### config.mk
export PLATFORM = sky130hd
export DESIGN_NAME = spi_sclk_gen
export DESIGN_NICKNAME = d
export VERILOG_FILES = /design/src/rtl/spi_sclk_pkg.sv /design/src/rtl/sclk_cfg_reg.sv /design/src/rtl/sclk_phase_ctr.sv /design/src/rtl/sclk_edge_gen.sv /design/src/rtl/spi_sclk_gen.sv
export SDC_FILE = /design/constraint.sdc
export NUM_CORES = 1
export LEC_CHECK = 0
export BUFFER_PORTS_ARGS = -buffer_cell sky130_fd_sc_hd__buf_2
export CAP_MARGIN = 0
export CORE_ASPECT_RATIO = 1.4
export CORE_MARGIN = 8
export CORE_UTILIZATION = 57
export CTS_BUF_LIST = sky130_fd_sc_hd__clkbuf_4
export DETAILED_ROUTE_END_ITERATION = 10
export PLACE_DENSITY_LB_ADDON = 0.08
export SLEW_MARGIN = 20
export SYNTH_ARGS = -nofsm -noshare
export SYNTH_HDL_FRONTEND = slang
export SYNTH_SLANG_ARGS = --single-unit
### constraint.sdc
create_clock -name clk -period 3.5 [get_ports clk]
set_clock_uncertainty 0.2 [all_clocks]
set_input_delay 0.175 -clock clk [delete_from_list [all_inputs] [get_ports clk]]
set_output_delay 0.175 -clock clk [all_outputs]
set_load 0.03 [all_outputs]
### src/rtl/spi_sclk_pkg.sv
package spi_sclk_pkg;

  // Divider actually used: a zero setting behaves as the minimum of one.
  function automatic int unsigned clamp_div(input int unsigned raw_div);
    return (raw_div == 0) ? 1 : raw_div;
  endfunction

  // High count actually used: capped so the low phase keeps at least one cycle.
  function automatic int unsigned clamp_high(input int unsigned raw_high,
                                             input int unsigned used_div);
    return (raw_high >= used_div) ? used_div - 1 : raw_high;
  endfunction

  // Phase index at which sclk rises (first cycle of the high phase).
  function automatic int unsigned rise_index(input int unsigned used_div,
                                             input int unsigned used_high);
    return used_div - used_high;
  endfunction

endpackage

### src/rtl/sclk_cfg_reg.sv
module sclk_cfg_reg #(
  parameter int DATA_W   = 32,
  parameter int CW       = 6,
  parameter int DIV_LSB  = 12,
  parameter int HIGH_LSB = 6,
  parameter int SRC_BIT  = 31
) (
  input  logic              clk,
  input  logic              rst_n,
  input  logic              we,
  input  logic [DATA_W-1:0] wdata,
  output logic [CW-1:0]     div_q,
  output logic [CW-1:0]     high_q,
  output logic              src_q
);

  always_ff @(posedge clk or negedge rst_n) begin
    if (!rst_n) begin
      div_q  <= '0;
      high_q <= '0;
      src_q  <= 1'b0;
    end else if (we) begin
      div_q  <= wdata[DIV_LSB +: CW];
      high_q <= wdata[HIGH_LSB +: CW];
      src_q  <= wdata[SRC_BIT];
    end
  end

endmodule

### src/rtl/sclk_phase_ctr.sv
module sclk_phase_ctr #(
  parameter int CW = 6
) (
  input  logic          clk,
  input  logic          rst_n,
  input  logic          run,
  input  logic [CW-1:0] cfg_div,
  input  logic [CW-1:0] cfg_high,
  output logic          active,
  output logic [CW-1:0] cnt,
  output logic [CW-1:0] act_div,
  output logic [CW-1:0] act_high,
  output logic          ld_start,
  output logic          wrap
);

  logic [CW-1:0] eff_div;
  logic [CW-1:0] eff_high;

  assign eff_div  = CW'(spi_sclk_pkg::clamp_div(int'(unsigned'(cfg_div))));
  assign eff_high = CW'(spi_sclk_pkg::clamp_high(int'(unsigned'(cfg_high)),
                                                 int'(unsigned'(eff_div))));

  assign ld_start = run && !active;
  assign wrap     = active && (cnt == act_div);

  always_ff @(posedge clk or negedge rst_n) begin
    if (!rst_n) begin
      active   <= 1'b0;
      cnt      <= '0;
      act_div  <= CW'(1);
      act_high <= '0;
    end else if (!run) begin
      active <= 1'b0;
      cnt    <= '0;
    end else if (ld_start) begin
      active   <= 1'b1;
      cnt      <= '0;
      act_div  <= eff_div;
      act_high <= eff_high;
    end else if (wrap) begin
      cnt <= '0;
    end else begin
      cnt <= cnt + CW'(1);
    end
  end

endmodule

### src/rtl/sclk_edge_gen.sv
module sclk_edge_gen #(
  parameter int CW = 6
) (
  input  logic          clk,
  input  logic          rst_n,
  input  logic          active,
  input  logic [CW-1:0] cnt,
  input  logic [CW-1:0] act_div,
  input  logic [CW-1:0] act_high,
  output logic          sclk_q,
  output logic          launch_q,
  output logic          sample_q
);

  logic [CW-1:0] rise_at;
  logic          sclk_d;
  logic          launch_d;
  logic          sample_d;

  assign rise_at  = CW'(spi_sclk_pkg::rise_index(int'(unsigned'(act_div)),
                                                 int'(unsigned'(act_high))));
  assign sclk_d   = active && (cnt >= rise_at);
  assign launch_d = active && (cnt == '0);
  assign sample_d = active && (cnt == rise_at);

  always_ff @(posedge clk or negedge rst_n) begin
    if (!rst_n) begin
      sclk_q   <= 1'b0;
      launch_q <= 1'b0;
      sample_q <= 1'b0;
    end else begin
      sclk_q   <= sclk_d;
      launch_q <= launch_d;
      sample_q <= sample_d;
    end
  end

endmodule

### src/rtl/spi_sclk_gen.sv
module spi_sclk_gen #(
  parameter int DATA_W   = 32,
  parameter int CW       = 6,
  parameter int DIV_LSB  = 12,
  parameter int HIGH_LSB = 6,
  parameter int SRC_BIT  = 31
) (
  input  logic              clk,
  input  logic              rst_n,
  input  logic              cfg_we,
  input  logic [DATA_W-1:0] cfg_wdata,
  input  logic              run,
  output logic              sclk,
  output logic              launch_stb,
  output logic              sample_stb,
  output logic              src_sel
);

  localparam int DIV_MSB  = DIV_LSB + CW - 1;

  logic [CW-1:0] st_div;
  logic [CW-1:0] st_high;
  logic          ctr_active;
  logic [CW-1:0] ctr_cnt;
  logic [CW-1:0] act_div;
  logic [CW-1:0] act_high;
  logic          ld_start;
  logic          ctr_wrap;
  logic          unused_bits;

  // Fields that carry no timing meaning here.
  assign unused_bits = ^{cfg_wdata[SRC_BIT-1:DIV_MSB+1], cfg_wdata[HIGH_LSB-1:0]};

  sclk_cfg_reg #(
    .DATA_W(DATA_W), .CW(CW), .DIV_LSB(DIV_LSB),
    .HIGH_LSB(HIGH_LSB), .SRC_BIT(SRC_BIT)
  ) u_cfg (
    .clk(clk), .rst_n(rst_n), .we(cfg_we), .wdata(cfg_wdata),
    .div_q(st_div), .high_q(st_high), .src_q(src_sel)
  );

  sclk_phase_ctr #(.CW(CW)) u_ctr (
    .clk(clk), .rst_n(rst_n), .run(run),
    .cfg_div(st_div), .cfg_high(st_high),
    .active(ctr_active), .cnt(ctr_cnt),
    .act_div(act_div), .act_high(act_high),
    .ld_start(ld_start), .wrap(ctr_wrap)
  );

  sclk_edge_gen #(.CW(CW)) u_edge (
    .clk(clk), .rst_n(rst_n), .active(ctr_active), .cnt(ctr_cnt),
    .act_div(act_div), .act_high(act_high),
    .sclk_q(sclk), .launch_q(launch_stb), .sample_q(sample_stb)
  );

endmodule

### Word level (Yosys, flattened, before mapping)

Cells that the tools add are included.

| word-level totals | value |
|---|---|
| register bits after elaboration | 35 |
| input port bits | 36 |
| output and inout bits | 4 |
| logic and storage cells | 34 |

| operators by class | value |
|---|---|
| add/subtract/negate cells | 3 |
| order comparisons | 2 |
| equal/unequal tests | 3 |
| muxes and demuxes | 7 |
| reduce and logical (&&, ||, !) cells | 9 |

Operators by type and width:

| kind | count |
|---|---|
| 6-bit two-way mux | 5 |
| 6-bit == test | 2 |
| 6-bit greater-or-equal comparator | 2 |
| 6-bit logical NOT | 2 |
| 6-bit by 1-bit adder with 6-bit output (second input constant) | 1 |
| 6-bit by 1-bit subtractor with 6-bit output (second input constant) | 1 |
| 6-bit subtractor | 1 |
| 1-bit logical AND | 5 |
| 1-bit two-way mux | 2 |
| 2-bit by 1-bit inequality test with 1-bit output (second input constant) | 1 |
| 2-bit AND reduction | 1 |
| 1-bit logical NOT | 1 |

### Depth between registers and ports, before layout

Gate-level depths: netlist (run 1).

| depth | value |
|---|---|
| depth in word-level cells | 5 |
| depth in mapped cells | 11 |
| gate-level depth less buffers | 11 |

### Cells and area by module

A second synthesis (run 1) with hierarchy kept.

| unflattened totals | value |
|---|---|
| cells, all modules | 193 |
| area total of the unflattened synthesis | 2072.0 µm² |

Modules (own cells, without submodules):

| module | instances | cells an instance | area an instance (µm²) | sequential area each (µm²) |
|---|---|---|---|---|
| sclk_phase_ctr | 1 | 113 | 1073.5 | 476.7 |
| sclk_cfg_reg | 1 | 27 | 520.5 | 325.3 |
| sclk_edge_gen | 1 | 53 | 478.0 | 75.1 |

### Worst setup path before layout (run 1)

OpenSTA, ideal clock, no wires.

| timing | value |
|---|---|
| kind | flip-flop to flip-flop |
| start | register u_cfg.div_q[4] |
| end | register u_ctr.act_high[1] |
| setup time | 0.126 ns |
| data arrival time | 2.083 ns |
| required time | 3.174 ns |
| slack | 1.091 ns |
| cell stages (with the launch flop) | 12 |
| buffers on the path | 1 |
| period minus slack after synthesis | 2.409 ns |
| path through | dfrtp_1 -> or4_4 -> nor2_2 -> nor2_2 -> inv_1 -> ha_1 -> nand2b_1 -> a31oi_1 -> o21ai_0 -> buf_2 -> o21ai_0 -> o22ai_1 |

| on the way | value |
|---|---|
| longest elaborated chain between the ends | 4 |
| elaborated cells between the ends (all ways) | 5 |
| those cells by class | 1 x add/sub; 1 x order compare; 2 x mux; 1 x reduce/logical |

RTL lines:

| what | line | source |
|---|---|---|
| start: declaration | sclk_cfg_reg.sv:12 | `output logic [CW-1:0] div_q,` |
| start signal: assignment | sclk_cfg_reg.sv:23 | `div_q <= wdata[DIV_LSB +: CW];` |
| 6-bit logical NOT (*) | spi_sclk_pkg.sv:5 | `return (raw_div == 0) ? 1 : raw_div;` |
| 6-bit two-way mux (*) | spi_sclk_pkg.sv:5 |  |
| named net u_ctr.eff_div[0] | sclk_phase_ctr.sv:17 | `logic [CW-1:0] eff_div;` |
| 6-bit by 1-bit subtractor with 6-bit output or 6-bit greater-or-equal comparator (tied branches) | spi_sclk_pkg.sv:11 | `return (raw_high >= used_div) ? used_div - 1 : raw_high;` |
| 6-bit two-way mux (*) | spi_sclk_pkg.sv:11 |  |
| end signal: assignment | sclk_phase_ctr.sv:40 | `act_high <= eff_high;` |
| end: declaration | sclk_phase_ctr.sv:12 | `output logic [CW-1:0] act_high,` |

Mark *: on every way through the listed nets, which the timed path passes. The rest lies on a longest branch.
A chain may end at the register's enable or synchronous reset.

### Worst setup path after layout (run 1)

| timing | value |
|---|---|
| start | register u_cfg.div_q[4] |
| end | register u_ctr.act_high[0] |

Same word-level chain as after synthesis.

==> flow_summary.json, run 1 <==
{
  "routed_wl_mm": 4.03,
  "worstPathRequired_ps": 3480,
  "reg2reg_from": "u_cfg.div_q[4]$_DFFE_PN0P_",
  "synth_edf_count": 0,
  "synthTopCellsByCount": "dfrtp_1, inv_1, ha_1",
  "syn_area_um2": 1980,
  "die_x_um": 65.8,
  "grt_pass1_vias": 1657,
  "numPortBuffers": 20,
  "cts_tree": "built",
  "seq_area_frac_synth_pct": 44.3,
  "path_depth": 10,
  "crit_fanout": 11,
  "hold_end": "u_cfg.div_q[3]$_DFFE_PN0P_",
  "yosys.cell_types.count": 35,
  "postRouteAntennaNets": 0,
  "ys_warn_count": 0,
  "ios": 40,
  "async_flop_share_pct": 100,
  "worst-setup-path-type": "reg -> reg",
  "die_area_um2": 5650,
  "ys.flop_type": "dfrtp_1",
  "path_delay_family": "compound AO/OA/AOI/OAI gates",
  "post-route-min-period_ps": 2880,
  "dr.pass1.iters": 4,
  "multi_input_area_um2": 1000,
  "rrSetupSlack_ps": 620,
  "clkSinkCount": 35,
  "routedWlPerCell_um": 14.5,
  "cp-end-kind": "register",
  "p_int_uw": 702,
  "syn_inst": 200,
  "dieHeight_um": 85.8,
  "synth.avg_cell_area_um2": 9.91,
  "antenna_cells": 0,
  "setup_viol": 0,
  "place_congestion": 0.798,
  "drive_gt1_share_pct": 16.8,
  "ys_ff_latch": 35,
  "initial_core_util_pct": 59.2,
  "crit_top_cell": "nor2_2",
  "syn_nets": 257,
  "vias_per_cell": 5.47,
  "grt-ovfl-total": 0,
  "worstMarginPinSlew_ps": 956,
  "cts.clk_slew.worst_paths_ps": 110,
  "synth_top_area_share_pct": 42.9,
  "slowest_stage": "o21ai_1",
  "grt_use_total_pct": 16.2,
  "fillers": 263,
  "peakVddDrop_uv": 321,
  "ctsResizeCount": 0,
  "root_buffer": "clkbuf_4",
  "min_path_cells": 3,
  "slew_violations": 0,
  "regArea_um2": 877,
  "grt_max_degree": 36,
  "numCtsBuffers": 5,
  "rsz0062_at_grt": "false",
  "p_per_area_nw_per_um2": 467,
  "worst-r2r-cell-count": 10,
  "insertion_delay_ps": 340,
  "synth_area_leaders": "dfrtp_1, ha_1, o21ai_0",
  "syn_to_final_growth_pct": 17.0,
  "power_frac_seq_pct": 45.0,
  "crit_buf_inv": 1,
  "synth.most_common_cell": "dfrtp_1",
  "hp-start": "cfg_we",
  "power_frac_comb_pct": 35.2,
  "synth_top_cell_by_area": "dfrtp_1",
  "p_leak_uw": 0.00113,
  "status": "finished, final reports clean",
  "setup.worst_path.start_class": "register",
  "worst_hold_path_type": "in -> reg",
  "slew_headroom_pct": 36.1,
  "worstPathArrival_ps": 2860,
  "drc": 0,
  "rows": 25,
  "fmax_mhz": 348,
  "cts_max_level": 2,
  "antenna_found_initial": 0,
  "hold_viol_final": 0,
  "worstReg2RegEnd": "u_ctr.act_high[0]$_DFFE_PN0P_",
  "clk_path_buf_depth": 2,
  "dp_hpwl_mm": 3.00,
  "grt_pass1_wl_mm": 7.11,
  "worstPathCellList": "or4_4 -> nor2_2 -> nor2_2 -> inv_1 -> ha_1 -> nand2b_1 -> a31oi_1 -> o21ai_1 -> mux2i_1 -> a21oi_1",
  "switching_share_pct": 35.2,
  "power_switching_uw": 381,
  "core_um2": 3350,
  "nets": 294,
  "power_uw": 1080,
  "critPathMaxStageDelay_ps": 620,
  "fin_setup_tns_ps": 0,
  "p_clk_share_pct": 19.8,
  "dr_total_vias": 1521,
  "max_cap_viol_count": 0,
  "finalCritPeriodShare_pct": 82.2,
  "drt_iter0_drc": 44
}
## placed cells by master (no fill, tap or decap), drive strengths merged
cell	synthesis	layout
nor2b	2	2
nor3	1	1
o31ai	1	1
dfrtp	34	34
mux2i	2	2
a311oi	1	1
o221ai	3	3
nand4	2	2
nand2	19	19
fa	1	1
xor2	7	7
a31oi	1	1
and2	2	2
o22ai	2	2
buf	2	20
o2111ai	1	1
a21o	4	4
a21oi	6	6
xnor2	8	8
o311ai	1	1
o211ai	1	1
mux2	7	7
nor4	2	2
ha	20	20
and3	1	1
nor2	13	13
inv	21	21
dfstp	1	1
nand2b	3	3
dlygate4sd3	0	16
clkbuf	4	5
nand3	9	9
clkinv	0	3
o21ai	17	17
or4	1	1
## state kept, by name (all words and copies together) (netlist names)
register and cells:
u_ctr.act_div 6, u_ctr.active 1, u_cfg.src_q 1, u_edge.launch_q 1, u_edge.sclk_q 1, u_edge.sample_q 1
u_cfg.div_q 6, u_ctr.act_high 6, u_ctr.cnt 6, u_cfg.high_q 6
## per-stage QoR
| stage | utilization (%) | area [um^2] | setup slack [ps] | hold slack [ps] | std cells |
|---|---|---|---|---|---|
| floorplan | - | 1980 | 1090 | -321 | 200 |
| global placement | 63.0 | 2110 | 359 | 77.5 | 254 |
| detailed placement | 63.0 | 2110 | 294 | 86.9 | 254 |
| CTS | 69.3 | 2320 | 268 | 3.56 | 278 |
| global route | 69.3 | 2320 | 427 | 48.3 | 278 |
| finish | 69.3 | 2320 | 624 | 30.2 | 278 |
## area by class of cell
type / count / share of cell area [%]
flip-flops and latches: 35 / 37.8
inverters: 21 / 3.40
clock inverters: 3 / 0.647
repair buffers: 36 / 11.2
well taps: 40 / 2.16
multi-input cells: 138 / 43.2
clock buffers: 5 / 1.62
## worst min-delay path: stages
cell and delay (ps):
buf_2 200, nand2_1 80, o21ai_0 70
## power by group through the flow
stage	sequential [uW]	combinational [uW]	clock (uW)
final	487	381	214
after global routing	494	434	244
after CTS	487	385	227
after detailed placement	496	369	0
after global placement	493	348	0
after floorplan	495	274	0
## repair_timing
action | in CTS | in global routing
endpoints found under the hold margin | 54 | 0
buffers inserted | 0 | 0
hold buffers | 16 | 0
## how the worst max path moves through the flow
stage	from	end	slack [ps]
after CTS	u_cfg.div_q[4]$_DFFE_PN0P_	u_ctr.act_high[5]$_DFFE_PN0P_	270
final	u_cfg.div_q[4]$_DFFE_PN0P_	u_ctr.act_high[0]$_DFFE_PN0P_	620
after floorplan	u_cfg.div_q[4]$_DFFE_PN0P_	u_ctr.act_high[1]$_DFFE_PN0P_	1090
after detailed placement	u_cfg.div_q[4]$_DFFE_PN0P_	u_ctr.act_high[5]$_DFFE_PN0P_	290
after global routing	u_cfg.div_q[4]$_DFFE_PN0P_	u_ctr.act_high[0]$_DFFE_PN0P_	430
after global placement	u_cfg.div_q[4]$_DFFE_PN0P_	u_ctr.act_high[5]$_DFFE_PN0P_	360
## logic make-up after synthesis
family / Yosys count / synth area share (%)
AOI/OAI and AO/OA: 38 / 12.1
xor gates and xnor gates: 15 / 6.63
adders and majority gates: 21 / 13.6
buffers and inverters: 27 / 5.24
DFF: 35 / 44.3
muxes: 9 / 4.99
and+or+nand+nor: 55 / 13.2
## routing by layer
metal	up-vias	part of all wire [%]	track usage (%)
met2	27	56	29.5
met3	12	3.6	4.56
met4	0	3.5	9.56
met5	-	0	0
met1	724	37	15.2
li1	758	-	-
Note: power is estimated with default switching activity, not from simulation.
==> run 2: changes to the inputs <==
--- a/config.mk
+++ b/config.mk
@@ -5,6 +5,7 @@
 export SDC_FILE = /design/constraint.sdc
 export NUM_CORES = 1
 export LEC_CHECK = 0
+export ABC_AREA = 1
 export BUFFER_PORTS_ARGS = -buffer_cell sky130_fd_sc_hd__buf_2
 export CAP_MARGIN = 0
 export CORE_ASPECT_RATIO = 1.4
==> constraint.sdc (replaced) <==
create_clock -name clk -period 2.65 [get_ports clk]
set_clock_uncertainty 0.2 [all_clocks]
set_input_delay 0.1325 -clock clk [delete_from_list [all_inputs] [get_ports clk]]
set_output_delay 0.1325 -clock clk [all_outputs]
set_load 0.03 [all_outputs]
==> run 2 against run 1 <==
Sequential share of layout area is 3.9 points lower. Area after synthesis is 7.3% higher. Register-to-register slack worse by 410 ps. Sequential power is 31% higher. Total power is 38% higher. Die area is 5.7% higher. Cell count is 26% higher. Routed wire length is 9.9% higher. Count of clock-buffer cells in the layout is 2 higher. Utilization is 2.3 points higher. Critical path depth is 4 higher. Setup slack worse by 410 ps.
==> flow_summary.json, run 2 <==
{
  "die_x_um": 67.6,
  "final_cell_mix": "nand2_1, inv_1, dfrtp_1",
  "stdcell_area_um2": 2590,
  "worstReg2RegEnd": "u_edge.sclk_q$_DFF_PN0_",
  "root_buffer": "clkbuf_4",
  "slew_violations": 0,
  "seq_area_frac_synth_pct": 41.2,
  "grt_use_total_pct": 17.8,
  "reg2reg_from": "u_ctr.act_div[0]$_DFFE_PN1P_",
  "fin_setup_tns_ps": 0,
  "worstPathRequired_ps": 2760,
  "synth_top_family_by_area": "simple AND/OR/NAND/NOR gates",
  "drive_gt1_share_pct": 14.9,
  "worst_hold_path_type": "in -> reg",
  "grt_pass1_wl_mm": 8.17,
  "syn_area_um2": 2130,
  "synth_compound_area_share_pct": 8.24,
  "yosys.cell_types.count": 31,
  "synth.most_common_cell": "nand2_1",
  "crit_fanout": 3,
  "pre_cts_slack_ps": 202,
  "synth.avg_cell_area_um2": 8.28,
  "cts_tree": "built",
  "grt_max_degree": 36,
  "worstMarginPinSlew_ps": 791,
  "routedWlPerCell_um": 12.6,
  "post-route-min-period_ps": 2440,
  "min_path_cells": 3,
  "dpl_cell_area_um2": 2270,
  "antenna_cells": 0,
  "grt-ovfl-total": 0,
  "clkSinkCount": 35,
  "worst-r2r-cell-count": 14,
  "nets": 364,
  "worst-setup-path-type": "reg -> reg",
  "postRouteAntennaNets": 0,
  "synth_area_leaders": "dfrtp_1, ha_1, nand2_1",
  "peakVddDrop_uv": 454,
  "syn_inst": 257,
  "dieHeight_um": 88.3,
  "ys_ff_latch": 35,
  "place_congestion": 0.849,
  "dp_hpwl_mm": 3.11,
  "insertion_delay_ps": 360,
  "vias_per_cell": 5.07,
  "hp-start": "cfg_we",
  "setup.worst_path.start_class": "register",
  "p_per_area_nw_per_um2": 577,
  "power_uw": 1490,
  "finalCritPeriodShare_pct": 92.1,
  "initial_core_util_pct": 58.9,
  "setup_viol": 0,
  "die_area_um2": 5970,
  "synth_edf_count": 0,
  "hold_end": "u_cfg.div_q[5]$_DFFE_PN0P_",
  "fmax_mhz": 410,
  "core_um2": 3610,
  "synthMuxAreaShare_pct": 0.529,
  "clk_path_buf_depth": 2,
  "numCtsBuffers": 5,
  "synth_xor_area_share_pct": 5.35,
  "p_leak_uw": 0.00135,
  "synth_adder_area_share_pct": 12.7,
  "ys.flop_type": "dfrtp_1",
  "rsz0062_at_grt": "false",
  "synthTopCellsByCount": "nand2_1, inv_1, dfrtp_1",
  "cts_max_level": 2,
  "ctsResizeCount": 0,
  "grt_pass1_vias": 1972,
  "numPortBuffers": 20,
  "syn_to_final_growth_pct": 21.6,
  "drc": 0,
  "status": "finished, final reports clean",
  "ios": 40,
  "synth_top_area_share_pct": 40.0,
  "ys_warn_count": 0,
  "hold_viol_final": 0,
  "dr_total_vias": 1773,
  "synthSimpleGateAreaFrac_pct": 23.7,
  "async_flop_share_pct": 100,
  "cts.clk_slew.worst_paths_ps": 110,
  "max_cap_viol_count": 0,
  "dr.pass1.iters": 4,
  "syn_nets": 314,
  "cp-end-kind": "register",
  "worstPathArrival_ps": 2550,
  "antenna_found_initial": 0,
  "rows": 26,
  "fin_ws_ps": 211,
  "synth_top_cell_by_area": "dfrtp_1",
  "slew_headroom_pct": 47.2,
  "layout_commonest_cell": "nand2_1",
  "routed_wl_mm": 4.43,
  "rrSetupSlack_ps": 210,
  "drt_iter0_drc": 56
}
-- run 2: changes by cell type after synthesis, moves of 4 or more --
cell / previous run / this run
mux2_2: 7 / 1
xnor2_1: 8 / 4
nand2_1: 19 / 65
o21ai_0: 16 / 20
inv_1: 21 / 39
nand3_1: 9 / 20
-- run 2: how the worst max path moves through the flow --
stage | startpoint | to | cells after the start
2_1_floorplan | u_ctr.act_div[2]$_DFFE_PN0P_ | u_edge.sclk_q$_DFF_PN0_ | 10
3_3_place_gp | u_ctr.act_div[0]$_DFFE_PN1P_ | u_edge.sclk_q$_DFF_PN0_ | 14
3_5_place_dp | u_ctr.act_div[0]$_DFFE_PN1P_ | u_edge.sclk_q$_DFF_PN0_ | 14
4_1_cts | u_ctr.act_div[0]$_DFFE_PN1P_ | u_edge.sclk_q$_DFF_PN0_ | 14
5_1_grt | u_ctr.act_div[0]$_DFFE_PN1P_ | u_edge.sclk_q$_DFF_PN0_ | 14
6_report | u_ctr.act_div[0]$_DFFE_PN1P_ | u_edge.sclk_q$_DFF_PN0_ | 14
-- run 2: timing repair --
item,in CTS,in global routing
endpoints found under the hold margin,54,0
hold buffers,26,0
setup buffers,0,0
-- run 2: cell families (layout without fill, tap and decap cells) --
logic type | Yosys count | count (layout)
and+or+nand+nor | 111 | 111
adders and majority gates | 21 | 21
xor gates and xnor gates | 13 | 13
buffers and inverters | 46 | 97
muxes | 1 | 1
DFF | 35 | 35
AOI/OAI and AO/OA | 30 | 30
-- run 2: cell type report --
type | instances | area [um^2]
multi-input cells | 176 | 1070
fillers | 292 | 1020
flip-flops and latches | 35 | 877
repair buffers | 47 | 368
inverters | 42 | 158
clock buffers | 7 | 52.6
well taps | 42 | 52.6
clock inverters | 1 | 5.00
-- run 2: per-stage QoR --
| step | hold slack (ps) | util [%] | instances |
|---|---|---|---|
| after floorplan | -363 | - | 257 |
| after global placement | 44.5 | 62.9 | 316 |
| after detailed placement | 53.3 | 62.9 | 316 |
| after CTS | 2.19 | 71.7 | 350 |
| after global routing | 40.9 | 71.7 | 350 |
| final | 5.78 | 71.7 | 350 |
-- run 2: critical path, stage by stage, from the launching register on --
cell	delay [ps]
dfstp_2	390
inv_1	70
ha_1	140
inv_1	70
fa_1	410
nand3_1	90
nand2_1	60
xnor2_1	130
ha_1	270
nand2_1	60
nor2_1	170
nand3_1	120
nand3_1	100
nand2_1	60
inv_1	50
-- run 2: where the power goes --
group | switching (uW) | internal [uW]
Clock | 190 | 124
Sequential | 43.5 | 596
Combinational | 308 | 232
-- run 2: routing by layer --
metal | GRT usage [%] | part of all wire, % | up-vias
met5 | 0 | 0 | -
met4 | 8.02 | 1.7 | 0
met3 | 4.44 | 2.8 | 6
met2 | 34.1 | 55 | 24
met1 | 17.0 | 40 | 834
li1 | - | - | 909
==> run 3: changes to the inputs <==
--- a/config.mk
+++ b/config.mk
@@ -8,10 +8,12 @@
 export ABC_AREA = 1
 export BUFFER_PORTS_ARGS = -buffer_cell sky130_fd_sc_hd__buf_2
 export CAP_MARGIN = 0
+export CELL_PAD_IN_SITES_DETAIL_PLACEMENT = 0
+export CELL_PAD_IN_SITES_GLOBAL_PLACEMENT = 1
 export CORE_ASPECT_RATIO = 1.4
 export CORE_MARGIN = 8
-export CORE_UTILIZATION = 57
-export CTS_BUF_LIST = sky130_fd_sc_hd__clkbuf_4
+export CORE_UTILIZATION = 42
+export CTS_BUF_LIST = sky130_fd_sc_hd__clkbuf_2
 export DETAILED_ROUTE_END_ITERATION = 10
 export PLACE_DENSITY_LB_ADDON = 0.08
 export SLEW_MARGIN = 20
==> run 3 against run 2 <==
Cell area up 6.7%. Via count up 0.73%. Cell count increased by 11%. Hold slack better by 110 ps. Maximum frequency up 4.3%. Routed wire length grew 8.1%. Count of clock-buffer cells in the layout shrank 1. Total power is 0.26% lower. Critical path depth stayed put. Register-to-register slack better by 100 ps. Clock power decreased by 16%. Sequential power is essentially flat. Critical endpoint unchanged.
==> flow_summary.json, run 3 (same netlist as run 2, synthesis figures left out) <==
{
  "final_cell_mix": "nand2_1, dlygate4sd3_1, inv_1",
  "worstPathRequired_ps": 2820,
  "drive_gt1_share_pct": 15.7,
  "grt_use_total_pct": 13.9,
  "die_area_um2": 7630,
  "antenna_cells": 0,
  "cts.clk_slew.worst_paths_ps": 210,
  "slew_headroom_pct": 46.6,
  "numCtsBuffers": 5,
  "nets": 380,
  "grt_pass1_vias": 1951,
  "cts_max_level": 2,
  "worstPathArrival_ps": 2510,
  "p_per_area_nw_per_um2": 540,
  "dr.pass1.iters": 4,
  "crit_fanout": 3,
  "core_um2": 4880,
  "hold_viol_final": 0,
  "ios": 40,
  "grt_max_degree": 36,
  "slew_violations": 0,
  "clkSinkCount": 35,
  "fin_setup_tns_ps": 0,
  "clk_path_buf_depth": 2,
  "drc": 0,
  "vias_per_cell": 4.60,
  "slowest_stage": "dfstp_2",
  "routed_wl_mm": 4.79,
  "drt_iter0_drc": 20,
  "rows": 30,
  "peakVddDrop_uv": 353,
  "dieHeight_um": 100,
  "worstMarginPinSlew_ps": 801,
  "dr_total_vias": 1786,
  "insertion_delay_ps": 400,
  "root_buffer": "clkbuf_2",
  "hold_slack_ps": 114,
  "grt-ovfl-total": 0,
  "numPortBuffers": 20,
  "worst_hold_path_type": "in -> async",
  "antenna_found_initial": 0,
  "initial_core_util_pct": 43.6,
  "setup.worst_path.start_class": "register",
  "p_leak_uw": 0.00142,
  "dp_hpwl_mm": 3.44,
  "finalCritPeriodShare_pct": 88.3,
  "rsz0062_at_grt": "false",
  "routedWlPerCell_um": 12.3,
  "cts_tree": "built",
  "post-route-util_pct": 56.6,
  "place_congestion": 0.788,
  "status": "finished, final reports clean",
  "setup_viol": 0,
  "fmax_mhz": 427,
  "layout_commonest_cell": "nand2_1",
  "post-route-min-period_ps": 2340,
  "worstPathCellList": "inv_1 -> ha_1 -> inv_2 -> fa_2 -> nand3_1 -> nand2_1 -> xnor2_1 -> ha_1 -> nand2_1 -> nor2_2 -> nand3_1 -> nand3_1 -> nand2_1 -> inv_1",
  "postRouteAntennaNets": 0,
  "grt_pass1_wl_mm": 8.63,
  "syn_to_final_growth_pct": 29.8,
  "worst-setup-path-type": "reg -> reg",
  "max_cap_viol_count": 0,
  "die_x_um": 76.1,
  "critPathMaxStageDelay_ps": 580,
  "cp-end-kind": "register"
}
-- run 3: cell types whose count changed in the layout (fill, tap and decap cells not counted) --
cell | previous run | this run
nor2_2 | 1 | 2
inv_2 | 3 | 4
clkinvlp_4 | 0 | 1
fa_2 | 0 | 1
fa_1 | 1 | 0
clkbuf_4 | 7 | 0
nor2_1 | 13 | 12
inv_1 | 39 | 38
clkbuf_2 | 0 | 6
buf_4 | 1 | 3
dlygate4sd3_1 | 26 | 40
-- run 3: worst max-delay path, delay by kind of cell, from the launching register on --
family                     cells  cell delay [ps]
adders and majority gates      3              690
DFF                            1              580
xor gates and xnor gates       1               60
and+or+nand+nor                7              600
buffers and inverters          3              170
-- run 3: worst paths after layout --
path                                                     from                       endpoint  slack [ps]  depth (start not counted)
min in group clk                                          run       u_ctr.active$_DFFE_PN0P_         210                          2
worst min register to register  u_ctr.act_high[4]$_DFFE_PN0P_  u_ctr.act_high[4]$_DFFE_PN0P_         300                          2
worst max-delay path             u_ctr.act_div[0]$_DFFE_PN1P_        u_edge.sclk_q$_DFF_PN0_         310                         14
worst min-delay path                                    rst_n         u_ctr.cnt[4]$_DFF_PN0_         110                          2
max in group asynchronous                               rst_n   u_ctr.act_div[4]$_DFFE_PN0P_        1590                          2
worst max register to register   u_ctr.act_div[0]$_DFFE_PN1P_        u_edge.sclk_q$_DFF_PN0_         310                         14
-- run 3: cell type report --
| class | instances | area, um^2 |
|---|---|---|
| Inverter | 42 | 158 |
| Multi-Input combinational cell | 176 | 1080 |
| Fill cell | 477 | 2120 |
| Clock inverter | 2 | 12.5 |
| Timing Repair Buffer | 63 | 523 |
| Sequential cell | 35 | 877 |
| Tap cell | 64 | 80.1 |
| Clock buffer | 6 | 30.0 |
-- run 3: where the power goes --
part,total [uW],switching (uW),internal [uW]
clock network,264,197,67.3
logic,587,324,263
registers,639,42.4,597
total,1490,563,927
-- run 3: what timing repair did --
item                                    CTS  global route
hold buffers                             40             0
gates resized for setup                   0             3
endpoints found under the hold margin    56             0
buffers inserted                          0             0
endpoints found under the setup margin    0             1
-- run 3: metal layers --
metal	global-route usage, %	vias to the layer above	part of all wire (%)
met2	27.7	23	56
met3	2.86	7	2.4
met5	0	-	0
li1	-	940	-
met1	13.3	816	40
met4	6.09	0	2.1
-- run 3: per-stage QoR --
step           cell area [um^2]  cells  power [uW]  setup WS (ps)
3_3_place_gp               2310    340        1170            249
5_1_grt                    2760    388        1630           26.8
3_5_place_dp               2310    340        1180            263
2_1_floorplan              2130    257        1050            456
4_1_cts                    2760    388        1500            199
6_report                   2760    388        1490            310
